**config.mk**
```make
export PLATFORM = sky130hd
export DESIGN_NAME = pint_router
export DESIGN_NICKNAME = d
export VERILOG_FILES = /design/src/rtl/pint_pkg.sv /design/src/rtl/pint_sync.sv /design/src/rtl/pint_lane_mux.sv /design/src/rtl/pint_detect.sv /design/src/rtl/pint_regs.sv /design/src/rtl/pint_router.sv
export SDC_FILE = /design/constraint.sdc
export NUM_CORES = 1
export LEC_CHECK = 0
export BUFFER_PORTS_ARGS = -buffer_cell sky130_fd_sc_hd__buf_4
export CORE_MARGIN = 2
export CORE_UTILIZATION = 25
export CTS_BUF_LIST = sky130_fd_sc_hd__clkbuf_2
export DETAILED_ROUTE_END_ITERATION = 7
export GPL_ROUTABILITY_DRIVEN = 0
export SETUP_SLACK_MARGIN = 0.15
export SYNTH_ARGS = -nofsm -noshare
export SYNTH_HDL_FRONTEND = slang
export SYNTH_SLANG_ARGS = --single-unit
export TNS_END_PERCENT = 1
```
**constraint.sdc**
```tcl
create_clock -name clk -period 2.1 [get_ports clk]
set_input_delay 0.105 -clock clk [delete_from_list [all_inputs] [get_ports clk]]
set_output_delay 0.105 -clock clk [all_outputs]
set_load 0.005 [all_outputs]
```
**src/rtl/pint_pkg.sv**
```systemverilog
package pint_pkg;
  localparam int VEC_W  = 32;
  localparam int LANE_W = 8;
  localparam int LANES  = VEC_W / LANE_W;
  localparam int PORT_W = 16;
  localparam int ADDR_W = 4;

  typedef enum logic [ADDR_W-1:0] {
    A_EN_SET   = 4'd0,
    A_EN_CLR   = 4'd1,
    A_REQ      = 4'd2,
    A_STEER    = 4'd3,
    A_EDGE_SET = 4'd4,
    A_EDGE_CLR = 4'd5,
    A_INV_SET  = 4'd6,
    A_INV_CLR  = 4'd7,
    A_SENSE    = 4'd8
  } reg_addr_e;
endpackage

```
**src/rtl/pint_sync.sv**
```systemverilog
module pint_sync #(
  parameter int W = 64
) (
  input  logic         clk,
  input  logic         rst,
  input  logic [W-1:0] d_i,
  output logic [W-1:0] q_o
);
  logic [W-1:0] meta_q;
  logic [W-1:0] stab_q;

  always_ff @(posedge clk) begin
    if (rst) begin
      meta_q <= '0;
      stab_q <= '0;
    end else begin
      meta_q <= d_i;
      stab_q <= meta_q;
    end
  end

  assign q_o = stab_q;
endmodule

```
**src/rtl/pint_lane_mux.sv**
```systemverilog
module pint_lane_mux import pint_pkg::*; #(
  parameter int NPORT = 4
) (
  input  logic [NPORT*PORT_W-1:0] ports_i,
  input  logic [VEC_W-1:0]        steer_i,
  output logic [VEC_W-1:0]        vec_o
);
  for (genvar b = 0; b < LANES; b++) begin : g_lane
    localparam int HALF_OFS = (b % 2) * LANE_W;
    logic [LANE_W-1:0] code;
    logic [LANE_W-1:0] lane;

    assign code = steer_i[b*LANE_W +: LANE_W];

    always_comb begin
      lane = '0;
      for (int p = 0; p < NPORT; p++) begin
        if (code == LANE_W'(p)) lane = ports_i[p*PORT_W + HALF_OFS +: LANE_W];
      end
    end

    assign vec_o[b*LANE_W +: LANE_W] = lane;
  end
endmodule

```
**src/rtl/pint_detect.sv**
```systemverilog
module pint_detect #(
  parameter int W = 32
) (
  input  logic         clk,
  input  logic         rst,
  input  logic [W-1:0] sense_i,
  input  logic [W-1:0] edge_i,
  input  logic [W-1:0] clr_i,
  output logic [W-1:0] req_o
);
  logic [W-1:0] prev_q;

  always_ff @(posedge clk) begin
    if (rst) prev_q <= '0;
    else     prev_q <= sense_i;
  end

  for (genvar i = 0; i < W; i++) begin : g_bit
    logic hit;
    logic req_q;

    assign hit = edge_i[i] ? (sense_i[i] & ~prev_q[i]) : sense_i[i];

    always_ff @(posedge clk) begin
      if (rst)           req_q <= 1'b0;
      else if (clr_i[i]) req_q <= 1'b0;
      else if (hit)      req_q <= 1'b1;
    end

    assign req_o[i] = req_q;
  end
endmodule

```
**src/rtl/pint_regs.sv**
```systemverilog
module pint_regs import pint_pkg::*; (
  input  logic              clk,
  input  logic              rst,
  input  logic              wr_i,
  input  logic              rd_i,
  input  logic [ADDR_W-1:0] addr_i,
  input  logic [VEC_W-1:0]  wdata_i,
  output logic [VEC_W-1:0]  rdata_o,
  input  logic [VEC_W-1:0]  req_i,
  input  logic [VEC_W-1:0]  sense_i,
  output logic [VEC_W-1:0]  en_o,
  output logic [VEC_W-1:0]  edge_o,
  output logic [VEC_W-1:0]  inv_o,
  output logic [VEC_W-1:0]  steer_o,
  output logic [VEC_W-1:0]  clr_o
);
  logic [VEC_W-1:0] en_q, edge_q, inv_q, steer_q, rdata_q;

  always_ff @(posedge clk) begin
    if (rst) begin
      en_q    <= '0;
      edge_q  <= '0;
      inv_q   <= '0;
      steer_q <= '0;
    end else if (wr_i) begin
      case (addr_i)
        A_EN_SET:   en_q    <= en_q | wdata_i;
        A_EN_CLR:   en_q    <= en_q & ~wdata_i;
        A_EDGE_SET: edge_q  <= edge_q | wdata_i;
        A_EDGE_CLR: edge_q  <= edge_q & ~wdata_i;
        A_INV_SET:  inv_q   <= inv_q | wdata_i;
        A_INV_CLR:  inv_q   <= inv_q & ~wdata_i;
        A_STEER:    steer_q <= wdata_i;
        default: ;
      endcase
    end
  end

  always_ff @(posedge clk) begin
    if (rst) begin
      rdata_q <= '0;
    end else if (rd_i) begin
      case (addr_i)
        A_EN_SET, A_EN_CLR:     rdata_q <= en_q;
        A_EDGE_SET, A_EDGE_CLR: rdata_q <= edge_q;
        A_INV_SET, A_INV_CLR:   rdata_q <= inv_q;
        A_STEER:                rdata_q <= steer_q;
        A_REQ:                  rdata_q <= req_i;
        A_SENSE:                rdata_q <= sense_i;
        default:                rdata_q <= '0;
      endcase
    end
  end

  assign clr_o   = (wr_i && addr_i == A_REQ) ? wdata_i : '0;
  assign en_o    = en_q;
  assign edge_o  = edge_q;
  assign inv_o   = inv_q;
  assign steer_o = steer_q;
  assign rdata_o = rdata_q;
endmodule

```
**src/rtl/pint_router.sv**
```systemverilog
module pint_router import pint_pkg::*; #(
  parameter int NPORT = 4
) (
  input  logic                    clk,
  input  logic                    rst,
  input  logic [NPORT*PORT_W-1:0] pins_i,
  input  logic                    bus_wr,
  input  logic                    bus_rd,
  input  logic [ADDR_W-1:0]       bus_addr,
  input  logic [VEC_W-1:0]        bus_wdata,
  output logic [VEC_W-1:0]        bus_rdata,
  output logic                    irq_o
);
  localparam int PIN_W = NPORT * PORT_W;

  logic [PIN_W-1:0] pins_s;
  logic [VEC_W-1:0] routed, sense, req_vec, en_vec, edge_vec, inv_vec, steer_vec, clr_vec;
  logic             irq_q;

  pint_sync #(.W(PIN_W)) u_sync (
    .clk (clk),
    .rst (rst),
    .d_i (pins_i),
    .q_o (pins_s)
  );

  pint_lane_mux #(.NPORT(NPORT)) u_mux (
    .ports_i (pins_s),
    .steer_i (steer_vec),
    .vec_o   (routed)
  );

  assign sense = routed ^ inv_vec;

  pint_detect #(.W(VEC_W)) u_det (
    .clk     (clk),
    .rst     (rst),
    .sense_i (sense),
    .edge_i  (edge_vec),
    .clr_i   (clr_vec),
    .req_o   (req_vec)
  );

  pint_regs u_regs (
    .clk     (clk),
    .rst     (rst),
    .wr_i    (bus_wr),
    .rd_i    (bus_rd),
    .addr_i  (bus_addr),
    .wdata_i (bus_wdata),
    .rdata_o (bus_rdata),
    .req_i   (req_vec),
    .sense_i (sense),
    .en_o    (en_vec),
    .edge_o  (edge_vec),
    .inv_o   (inv_vec),
    .steer_o (steer_vec),
    .clr_o   (clr_vec)
  );

  always_ff @(posedge clk) begin
    if (rst) irq_q <= 1'b0;
    else     irq_q <= |(req_vec & en_vec);
  end

  assign irq_o = irq_q;
endmodule

```
# Yosys cells after proc, flatten, opt, wreduce, memory -nomap -nowiden
# Index checks and enable logic that the tools add are counted.
# word_totals
in_bits	104
regBits	353
# classes
n_reduce_logical	49
n_bitwise	73
n_eq_ne	20
n_mux	53
# op_table
op	n
32-bit case mux with 2 select lines	3
32-bit case mux with 6 select lines	1
32-bit bitwise AND	4
8-bit two-way mux	16
32-bit OR	3
2-bit OR reduction	35
8-bit by 2-bit == test with 1-bit output, second input constant	8
1-bit bitwise AND	32
8-bit by 1-bit == test with 1-bit output, second input constant	4
8-bit logical NOT	4
1-bit two-way mux	32
32-bit two-way mux	1
1-bit inverter	32
32-bit inverter	1
32-bit OR reduction	1
32-bit XOR	1
4-bit by 3-bit == test with 1-bit output, second input constant	4
4-bit by 2-bit == test with 1-bit output, second input constant	2
2-bit AND reduction	4
2-bit nonzero test	3
4-bit by 1-bit == test with 1-bit output, second input constant	1
4-bit == test, second input constant	1
4-bit logical NOT	1
1-bit logical AND	1

# Depth between registers and ports, before layout
# depth
depth_word	8
depth_mapped	8
ltp_nobuf	5

# Cells and area by module
# A second synthesis with hierarchy kept.
# hier_totals
cells_unflattened	1446
hier_area_um2	14878.0
# by_module_without_submodules
module	area_per_inst_um2	cells_per_inst	instances	seq_area_each_um2
pint_regs	7508.5	810	1	3203.1
pint_sync	3464.6	270	1	2562.5
pint_detect	2388.5	231	1	1281.2
pint_lane_mux	1051.0	80	1	0.0
pint_router	465.4	55	1	20.0

# Worst setup path after synthesis
# No wires, ideal clock.
# synth_path
kind	register to register
from	reg u_regs.steer_q[10] (netlist: u_regs.steer_o[10])
to	reg u_regs.rdata_q[15] (netlist: u_regs.rdata_o[15])
setup_slack_ns	0.482
t_required_ns	1.954
t_arrival_ns	1.471
synth_period_minus_slack_ns	1.618
setup_ns	0.146
stages_incl_launch_ff	7
cell_sequence	dfxtp_1 > or4b_1 > buf_6 > o2bb2ai_2 > a21oi_2 > xnor2_1 > o221ai_1
# synth_via
elab_chain_len	7
word_cells_on_any_way	10
classes_between	3 x eq/ne; 5 x mux; 1 x bitwise; 1 x reduce/logical
# synth_rtl
item	line_no	text
from (decl)	pint_regs.sv:17	logic [VEC_W-1:0] en_q, edge_q, inv_q, steer_q, rdata_q;
from (signal assigned)	pint_regs.sv:33	A_STEER: steer_q <= wdata_i;
8-bit logical NOT	pint_lane_mux.sv:18	if (code == LANE_W'(p)) lane = ports_i[p*PORT_W + HALF_OFS +: LANE_W];
8-bit two-way mux (3 in a row)	pint_lane_mux.sv:18	
8-bit two-way mux *	pint_lane_mux.sv:18	
32-bit XOR *	pint_router.sv:33	assign sense = routed ^ inv_vec;
32-bit case mux with 6 select lines *	pint_regs.sv:43	case (addr_i)
to (signal assigned)	pint_regs.sv:44	A_EN_SET, A_EN_CLR: rdata_q <= en_q;
to (signal assigned)	pint_regs.sv:45	A_EDGE_SET, A_EDGE_CLR: rdata_q <= edge_q;
to (signal assigned)	pint_regs.sv:46	A_INV_SET, A_INV_CLR: rdata_q <= inv_q;
to (decl)	pint_regs.sv:17	
# Mark *: on every way between the ends. The rest lies on a longest branch, timed or not.
# A chain may end at the register's enable or synchronous reset.

# Worst setup path after layout
# layout_path
from	in bus_addr[2]
to	reg u_regs.rdata_q[0] (netlist: u_regs.rdata_o[0])
# layout_via
elab_chain_len	3
word_cells_on_any_way	13
classes_between	8 x eq/ne; 1 x mux; 4 x reduce/logical
# layout_rtl
item	line_no	text
from (decl)	pint_router.sv:9	input logic [ADDR_W-1:0] bus_addr,
4-bit by 3-bit == test with 1-bit output (tied with other cells)	pint_regs.sv:43	
2-bit OR reduction	pint_regs.sv:43	
32-bit case mux with 6 select lines *	pint_regs.sv:43	
# Marks and branches as above.

==> metrics.md <==
| Metric | Value |
|---|---|
| 1st-pass router iterations | `5` |
| RSZ-0062 raised after global routing | `true` |
| Internal power | `9.436 mW` |
| Overflow after GRT | `0` |
| Main combinational cell family by area after synthesis | `compound AO/OA/AOI/OAI gates` |
| Part of the power in the clock network | `34.1%` |
| Share of cells above drive strength 1 | `21.38%` |
| Mux cell area share after synthesis | `9.022%` |
| NumNets Final | `1944` |
| Worst vdd ir | `367.2 uV` |
| Worst path arrival time | `2.89 ns` |
| Synth top cells by count | `353 x dfxtp_1, 200 x a21oi_1, 144 x nand2_1, 131 x nor2b_1, 97 x a311oi_1` |
| H-Tree Level Count | `3` |
| Crit path max fanout | `11` |
| IO Count | `137` |
| Ranking of synthesized cells by area | `dfxtp_1 49%, mux4_2 7.5%, a21oi_1 7.0%` |
| WL met2 | `23360 um` |
| Syn_area_per_cell | `9.925 um^2` |
| Final instance area | `0.01960 mm^2` |
| Part of the power in registers | `54.0%` |
| Worst min path class | `in -> reg` |
| CP endpoint kind | `register` |
| WL met3 | `3750 um` |
| Clk buf depth | `3` |
| Worst-path clk slew | `0.10 ns` |
| Vias per cell | `4.801` |
| Failing checks | `negative setup slack` |
| Highest metal used | `met4` |
| P_leak | `7.284 nW` |
| Area leader, netlist | `dfxtp_1` |
| Synth Flop Type | `dfxtp_1` |
| Crit share post-route | `100.7%` |
| Logic pwr share | `12.0%` |
| Critical Path Source Type | `input pin` |
| Minimum clock period | `2.115 ns` |
| Simple-Gate Fraction of Synth Area | `14.04%` |
| Max Clock Freq | `0.4728 GHz` |
| Wl on met1 | `21670 um` |
| Vias in the first global route | `12770` |
| Die X | `243.8 um` |
| Slew @ Worst Pin | `0.9251 ns` |
| Yosys reg bits | `353` |
| GRT Util Overall | `16.48%` |
| Total CTS buffers | `90` |
| TritonCTS Sinks | `353` |
| Final wirelength | `50120 um` |
| Final ANT Viol Nets | `0` |
| CTS tree | `built` |
| Setup TNS | `-0.02310 ns` |
| Worst setup margin | `-0.01484 ns` |
| Postcts setup bufs | `0` |
| Initial DRC Count | `1200` |
| Placed Area | `0.01618 mm^2` |
| Root Buffer Master | `clkbuf_2` |
| Die height | `243.8 um` |
| Async set-or-reset flop fraction in the synthesized netlist | `0%` |
| Initial Util | `25.41%` |
| Vias after detailed routing | `12780` |
| Fillers | `5771` |
| Adder-Cell Fraction of Synth Area | `0%` |
| First-pass GRT wire length | `76130 um` |
| Post-Synthesis Cells | `1449` |
| Area Overhead vs Synth | `36.30%` |
| Final Non-Filler Cells | `2662` |
| Number of max-slew violations in the final report | `0` |
| # rows | `87` |
| Worst-Skew Late Latency | `0.95 ns` |
| Final setup violating endpoints | `2` |
| Avg WL per Cell | `18.83 um` |
| P_sw | `3.749 mW` |
| Switch share | `28.43%` |
| Synth warn | `0` |
| Post-synthesis xor/xnor area fraction | `2.053%` |
| Count leader, synth | `dfxtp_1` |
| Crit path kind | `in -> reg` |
| Die footprint | `0.05946 mm^2` |
| Max-Cap Viols | `0` |
| Complex-gate fraction of the synthesized area | `20.03%` |
| Fin Clk Skew | `0.1183 ns` |
| Critical Path RT | `2.87 ns` |
| Core area | `0.05660 mm^2` |
| I/O Buffers | `136` |
| Max-slew headroom | `38.32%` |
| Share of the synthesized area in the top cell type | `49.14%` |
| PwrDens | `672.7 mW/mm^2` |
| DR DRC count | `0` |
| Post-synth EDFFs | `0` |
| Initial antenna violation count | `2` |
| Synth Cell Area | `0.01438 mm^2` |
| HPWL after detailed placement | `32140 um` |
| Seq/Total Area, Yosys | `49.14%` |
| Outcome | `finished, violations left` |
| Distinct cells, synth | `53` |
| Final hold viol count | `0` |
| Net count after synthesis | `1553` |
| Placed Instances | `2240` |
| Pin count of the biggest net entering global routing | `182` |
-- cell families (layout without fill, tap and decap cells) --
group           count (synthesis)  in the layout
compound gates                436            436
xor+xnor                       32             32
buf+inv                       171            626
flops                         353            353
mux                            68             68
other cells                     0              2
simple gates                  389            389
-- routing by layer --
| layer | global-route usage (%) | up-vias |
|---|---|---|
| met3 | 4.043 | 73 |
| li1 | - | 6036 |
| met2 | 26.51 | 531 |
| met1 | 21.25 | 6140 |
| met5 | 0 | - |
| met4 | 6.277 | 0 |
-- worst max-delay path, cell delays in order --
cell and delay [ns]:
buf_4 0.23, dlygate4sd3_1 0.72, buf_12 0.19, dlygate4sd3_1 0.82
mux4_2 0.56, a22oi_1 0.15, o21ai_0 0.10
-- metrics by stage --
step	worst slack (ns)	hold WS [ns]	power [mW]	utilization, %
floorplan	0.4825	0.2332	7.941	-
detailed placement	0.09981	0.3205	8.423	28.58
global route	0.004349	0.002970	13.85	34.63
finish	-0.01484	0.08381	13.19	34.63
global placement	0.1423	0.3246	8.396	28.58
CTS	0.07907	0.00002187	13.31	34.61
-- worst paths after layout --
path / depth (start not counted) / from / to / slack [ns]
setup / recovery: 7 / bus_addr[2] / u_regs.rdata_o[0] / -0.01
hold / removal: 4 / bus_wdata[25] / u_det.g_bit[25].req_q / 0.08
setup reg to reg: 4 / u_regs.steer_o[16] / u_det.g_bit[20].req_q / 0.11
hold reg to reg: 1 / u_sync.meta_q[0] / u_sync.q_o[0] / 0.40
-- final cells by class --
class                           count  area (um^2)  area share, %
Sequential cell                   353         7069          36.07
Multi-Input combinational cell    925         6506          33.19
Clock buffer                      131        655.6          3.345
Timing Repair Buffer              445         4212          21.49
Tap cell                          756        945.9          4.826
Antenna cell                        2        5.005        0.02553
Clock inverter                     25        113.9         0.5809
Inverter                           25        93.84         0.4787
-- cell usage in the layout, fill, tap and decap left out, types with 6 or more instances in the layout --
cell type,count
a21oi_2,7
inv_1,25
a22oi_1,40
buf_12,16
clkinv_1,15
nor2b_1,131
o21bai_1,7
nand2_1,144
nand3b_1,8
xor2_1,25
dlygate4sd3_1,263
buf_4,164
a21oi_1,200
o221ai_1,8
o21a_1,6
nand3_1,26
clkbuf_2,131
nand2b_1,6
mux2i_1,13
a311oi_1,97
mux4_2,48
o21ai_1,11
nor2_1,41
dfxtp_1,351
o21ai_0,42
-- power by group through the flow --
stage | combinational [mW] | clock, mW | sequential, mW
floorplan | 0.766 | 0 | 7.17
global placement | 1.14 | 0 | 7.26
detailed placement | 1.16 | 0 | 7.26
CTS | 1.55 | 4.64 | 7.11
global route | 1.70 | 5.01 | 7.14
finish | 1.58 | 4.49 | 7.11
-- repair_timing --
| action | CTS | global route |
|---|---|---|
| endpoints found under the setup margin | 20 | 54 |
| hold buffers | 264 | 0 |
| hold endpoints to repair | 353 | 0 |
| resized for setup | 1 | 2 |
Note: power is estimated with default switching activity, not from simulation.
